==> src/rtl/cfg_i2c_target.sv <==
module cfg_i2c_target #(
  parameter int              NBYTES   = 6,
  parameter logic [6:0]      DEV_ADDR = 7'h69,
  parameter logic [8*NBYTES-1:0] CFG_INIT = 48'h0F_FF_FF_FF_FF_00
) (
  input  logic                  clk,
  input  logic                  rst_n,
  input  logic                  scl_i,
  input  logic                  sda_i,
  output logic                  sda_oe,
  output logic [8*NBYTES-1:0]   cfg_bytes
);

  localparam int IW = $clog2(NBYTES + 4) + 1;

  logic [2:0] scl_sr, sda_sr;
  logic       scl_q, scl_p, sda_q, sda_p;
  logic       scl_rise, scl_fall, start_det, stop_det;

  always_ff @(posedge clk or negedge rst_n)
    if (!rst_n) begin
      scl_sr <= 3'b111;
      sda_sr <= 3'b111;
    end else begin
      scl_sr <= {scl_sr[1:0], scl_i};
      sda_sr <= {sda_sr[1:0], sda_i};
    end

  assign scl_q     = scl_sr[1];
  assign scl_p     = scl_sr[2];
  assign sda_q     = sda_sr[1];
  assign sda_p     = sda_sr[2];
  assign scl_rise  = scl_q & ~scl_p;
  assign scl_fall  = ~scl_q & scl_p;
  assign start_det = scl_q & scl_p & sda_p & ~sda_q;
  assign stop_det  = scl_q & scl_p & ~sda_p & sda_q;

  logic                   busy, rd, oe;
  logic [3:0]             bitcnt;
  logic [IW-1:0]          idx, nxt;
  logic [7:0]             shreg, tx_next;
  logic [NBYTES-1:0][7:0] cfg;
  logic                   receiving;

  assign receiving = !(rd && idx != '0);
  assign nxt       = idx + 1'b1;

  always_comb begin
    tx_next = 8'hFF;
    if (nxt == IW'(1)) tx_next = 8'(NBYTES);
    for (int k = 0; k < NBYTES; k++)
      if (nxt == IW'(k + 2)) tx_next = cfg[k];
  end

  always_ff @(posedge clk or negedge rst_n)
    if (!rst_n) begin
      busy   <= 1'b0;
      rd     <= 1'b0;
      oe     <= 1'b0;
      bitcnt <= '0;
      idx    <= '0;
      shreg  <= '0;
      cfg    <= CFG_INIT;
    end else if (start_det) begin
      busy   <= 1'b1;
      rd     <= 1'b0;
      oe     <= 1'b0;
      bitcnt <= '0;
      idx    <= '0;
    end else if (stop_det) begin
      busy <= 1'b0;
      oe   <= 1'b0;
    end else if (busy) begin
      if (scl_rise) begin
        if (bitcnt < 4'd8) begin
          if (receiving) shreg <= {shreg[6:0], sda_q};
          bitcnt <= bitcnt + 4'd1;
        end else if (bitcnt == 4'd8) begin
          bitcnt <= 4'd9;
          if (!receiving && sda_q) busy <= 1'b0;
        end
      end
      if (scl_fall) begin
        if (bitcnt == 4'd8) begin
          if (idx == '0) begin
            if (shreg[7:1] == DEV_ADDR) begin
              oe <= 1'b1;
              rd <= shreg[0];
            end else begin
              busy <= 1'b0;
            end
          end else if (!rd) begin
            oe <= 1'b1;
            for (int k = 0; k < NBYTES; k++)
              if (idx == IW'(k + 3)) cfg[k] <= shreg;
          end else begin
            oe <= 1'b0;
          end
        end else if (bitcnt == 4'd9) begin
          bitcnt <= '0;
          if (idx != '1) idx <= nxt;
          if (rd) begin
            shreg <= tx_next;
            oe    <= ~tx_next[7];
          end else begin
            oe <= 1'b0;
          end
        end else if (bitcnt != 4'd0 && !receiving) begin
          oe    <= ~shreg[6];
          shreg <= {shreg[6:0], 1'b1};
        end
      end
    end

  assign sda_oe    = oe;
  assign cfg_bytes = cfg;

  a_r9_oe_moves_scl_low: assert property (@(posedge clk) disable iff (!rst_n)
    (oe != $past(oe)) && !$past(start_det || stop_det) |-> !scl_q);

  a_r5_bank_changes_on_write_ack: assert property (@(posedge clk) disable iff (!rst_n)
    (cfg != $past(cfg)) |-> $past(busy && !rd && scl_fall && bitcnt == 4'd8 && !start_det && !stop_det));

  a_r2_quiet_during_address: assert property (@(posedge clk) disable iff (!rst_n)
    (busy && idx == '0 && bitcnt < 4'd8) |-> !oe);

  a_r8_release_after_refusal: assert property (@(posedge clk) disable iff (!rst_n)
    $past(busy && rd && idx != '0 && scl_rise && bitcnt == 4'd8 && sda_q && !start_det && !stop_det) |-> !oe && !busy);

  a_r4_bit_slot_bounded: assert property (@(posedge clk) disable iff (!rst_n)
    bitcnt <= 4'd9);

endmodule

==> config.mk <==
export PLATFORM = sky130hd
export DESIGN_NAME = cfg_i2c_target
export DESIGN_NICKNAME = d
export VERILOG_FILES = /design/src/rtl/cfg_i2c_target.sv
export SDC_FILE = /design/constraint.sdc
export NUM_CORES = 1
export LEC_CHECK = 0
export ABC_AREA = 1
export BUFFER_PORTS_ARGS = -buffer_cell sky130_fd_sc_hd__clkbuf_2
export CAP_MARGIN = 0
export CORE_ASPECT_RATIO = 0.6
export CORE_MARGIN = 5
export CORE_UTILIZATION = 50
export CTS_CLUSTER_SIZE = 10
export DETAILED_ROUTE_END_ITERATION = 10
export HOLD_SLACK_MARGIN = 0.03
export PLACE_DENSITY = 0.75
export SYNTH_ARGS = -nofsm -noshare
export SYNTH_HDL_FRONTEND = slang
export SYNTH_SLANG_ARGS = --single-unit
==> constraint.sdc <==
create_clock -name clk -period 3 [get_ports clk]
set_input_delay 0.15 -clock clk [delete_from_list [all_inputs] [get_ports clk]]
set_output_delay 0.15 -clock clk [all_outputs]
set_load 0.01 [all_outputs]
==> flow_metrics.tcl <==
set metrics [dict create \
    insertion_delay_ps 340 \
    cp.arrival_ps 2940 \
    max_freq_mhz 367 \
    cts_resized 0 \
    synth_top_flop_cell "dfstp_2" \
    grt_overflow 0 \
    cts_buffers 9 \
    required_ps 3210 \
    syn2layout_area_growth_pct 16.2 \
    drt_first_iter_violations 473 \
    antenna_found_initial 0 \
    coreArea_um2 8460 \
    outcome "completed" \
    synthArstFlopShare 1.00 \
    clk_path_buf_depth 2 \
    drt.antenna.violating_nets 0 \
    ys_ff_latch 74 \
    cp_cell_sequence "ha_1 -> nand2_1 -> nor2_1 -> ha_1 -> nor2_1 -> inv_1 -> nor4_1 -> o21ai_0 -> nand2_1 -> nand2_1 -> nand2_1 -> nand2_1 -> nand2_1 -> a21boi_1" \
    wl_per_cell_um 16.9 \
    num_antenna_cells 0 \
    fin_area_um2 5010 \
    slowest_stage "dfrtp_1" \
    nets 640 \
    vias 4206 \
    clock-skew-final_ps 9.23 \
    yosysWarnings 0 \
    grt_pass1_vias 3946 \
    critPathKind "reg2reg" \
    synth_edf_count 0 \
    slowest_delay_ps 460 \
    worstHoldPathCells 0 \
    slew_viol_final 0 \
    synth_cells 571 \
    yosys-top-cells-area "dfstp_2 26%, dfrtp_1 19%, nand2_1 15%" \
    clk_pin_slew_ps 50 \
    die_area_um2 10600 \
    cp-end-kind "flop" \
    fin_crit_sh 0.909 \
    cpMostUsedCell "nand2_1" \
    rr_worst_depth 14 \
    rsz0062_at_grt "no" \
    vias_per_cell 5.65 \
    dp_hpwl_um 9140 \
    drt_wl_total_um 12600 \
    fin_setup_tns_ps 0 \
    period_minus_slack_ps 2730 \
    io_buffers 52 \
    initial_core_util 0.510 \
    tightest_slew_ps 883 \
    vdd_drop_max_v 0.000447 \
    final_layout_size_suffix_gt1_frac 0.228 \
    synth_top_area_frac 0.256 \
    synth.distinct_cells 40 \
    place_congestion 0.984 \
    cp.depth 14 \
    yosysTopAreaCell "dfstp_2" \
    synth.avg_cell_area_um2 7.55 \
    maxCapViolations 0 \
    power_density_nw_per_um2 800 \
    grt_max_degree 39 \
    ios 53 \
    drtPass1Iterations 5 \
    grt_use_total 0.249 \
    cts_tree "built" \
    cp.buffers_inverters 1 \
    max_slew_margin 0.411 \
    htreeDepth 3 \
    final_common_cell "nand2_1" \
    clockRootBuffer "clkbuf_16" \
    cts.sinks 74 \
    crit_fanout 8 \
    drc_errors 0 \
    grt_pass1_wl_um 20300 \
    die_h_um 81.9 \
    synth_seq_area_share 0.442 \
    synth_area_um2 4310 \
    placedInstanceArea_um2 4670 \
    final-hold-violation-count 0 \
    syn_nets 584 \
    setup-violations-final 0 \
    placementRows 26 \
    final_cell_mix "171 x nand2_1, 88 x o21ai_0, 79 x inv_1" \
    cp-start-kind "flop" \
    total_leakage_power_uw 0.00248 \
    crit_family "simple AND/OR/NAND/NOR gates" \
    die_w_um 130 \
    min_path_type "reg2reg" \
]
[power by group]
| part | switching (uW) | total (uW) | internal, uW |
|---|---|---|---|
| Clock | 416 | 1100 | 685 |
| Combinational | 1170 | 1660 | 497 |
| Sequential | 140 | 1240 | 1100 |
| Total | 1720 | 4010 | 2290 |
[synth_stat cells (2+ instances only)]
| cell | count |
|---|---|
| nand2_2 | 6 |
| nand3_4 | 2 |
| nor2_2 | 2 |
| or2_0 | 4 |
| dfstp_2 | 42 |
| o21ai_1 | 5 |
| nand3_1 | 32 |
| nand3_2 | 3 |
| nor4_1 | 3 |
| inv_1 | 79 |
| dfrtp_1 | 32 |
| inv_2 | 2 |
| nor2_4 | 3 |
| buf_2 | 4 |
| clkbuf_1 | 7 |
| buf_6 | 3 |
| nand2_4 | 2 |
| ha_1 | 9 |
| nor3_1 | 6 |
| o21ai_0 | 88 |
| a21oi_1 | 16 |
| nor2_1 | 15 |
| or2_2 | 6 |
| o21a_1 | 2 |
| a21boi_1 | 3 |
| o22ai_1 | 6 |
| nand2_1 | 171 |
| a31oi_1 | 3 |
| nand4_1 | 4 |
[layout make-up]
type                       instances  area [um^2]
clock buffer                      11          253
clock inverter                     5         52.6
fill                             778         3450
inverter                          82          310
multi-input combinational        401         2020
sequential                        74         1900
tap                              112          140
timing repair buffer              59          333
[registers in the layout, indices dropped and copies added, names as in the netlist]
signal and cells:
shreg 8, idx 5, rd 1, sda_sr 3, cfg_bytes 48, sda_oe 1
busy 1, bitcnt 4, scl_sr 3
[metrics by stage]
| stage | hold WS [ps] | std cells | util | setup WS (ps) | total power (uW) |
|---|---|---|---|---|---|
| after CTS | 356 | 744 | 0.592 | 294 | 3980 |
| after detailed placement | 239 | 725 | 0.553 | 302 | 2860 |
| after global placement | 238 | 725 | 0.553 | 322 | 2820 |
| after global routing | 358 | 744 | 0.592 | 34.3 | 4270 |
| after floorplan | -146 | 571 | - | 616 | 2390 |
| final | 355 | 744 | 0.592 | 272 | 4010 |
[path summary, 6_finish.rpt]
check,startpoint,slack (ps),to
max in group asynchronous,rst_n,1760,cfg_bytes[20]
worst max register to register,idx[0],270,shreg[1]
min in group asynchronous,rst_n,480,shreg[4]
worst min register to register,sda_sr[0],350,sda_sr[1]
worst min-delay path,sda_sr[0],350,sda_sr[1]
worst max-delay path,idx[0],270,shreg[1]
[kinds of logic after synthesis]
kind of cell,after synthesis,share of synthesized area
AND/OR/NAND/NOR,263,0.279
buffers and inverters,96,0.0905
XOR/XNOR,1,0.00203
adder cells (fa/ha/maj),9,0.0261
AO/OA/AOI/OAI,128,0.161
flip-flops,74,0.442
[timing repair]
item / in CTS / in global routing
setup buffers: 0 / 0
hold buffers: 3 / 0
hold endpoints to repair: 11 / 0
[routing by layer]
layer	share of wire	up-vias	track usage
met5	0	-	0
met4	0.015	0	0.0716
met3	0.11	28	0.0812
met2	0.43	215	0.358
met1	0.45	2002	0.358
li1	-	1961	-
[worst reg2reg max path, stage by stage, from the launching register on]
cell      delay (ps)
dfrtp_1          460
ha_1             260
nand2_1          140
nor2_1            70
ha_1             360
nor2_1           310
inv_1            100
nor4_1           330
o21ai_0          150
nand2_1          130
nand2_1           70
nand2_1           80
nand2_1           50
nand2_1           50
a21boi_1          60
(Power assumes the default switching activity.)
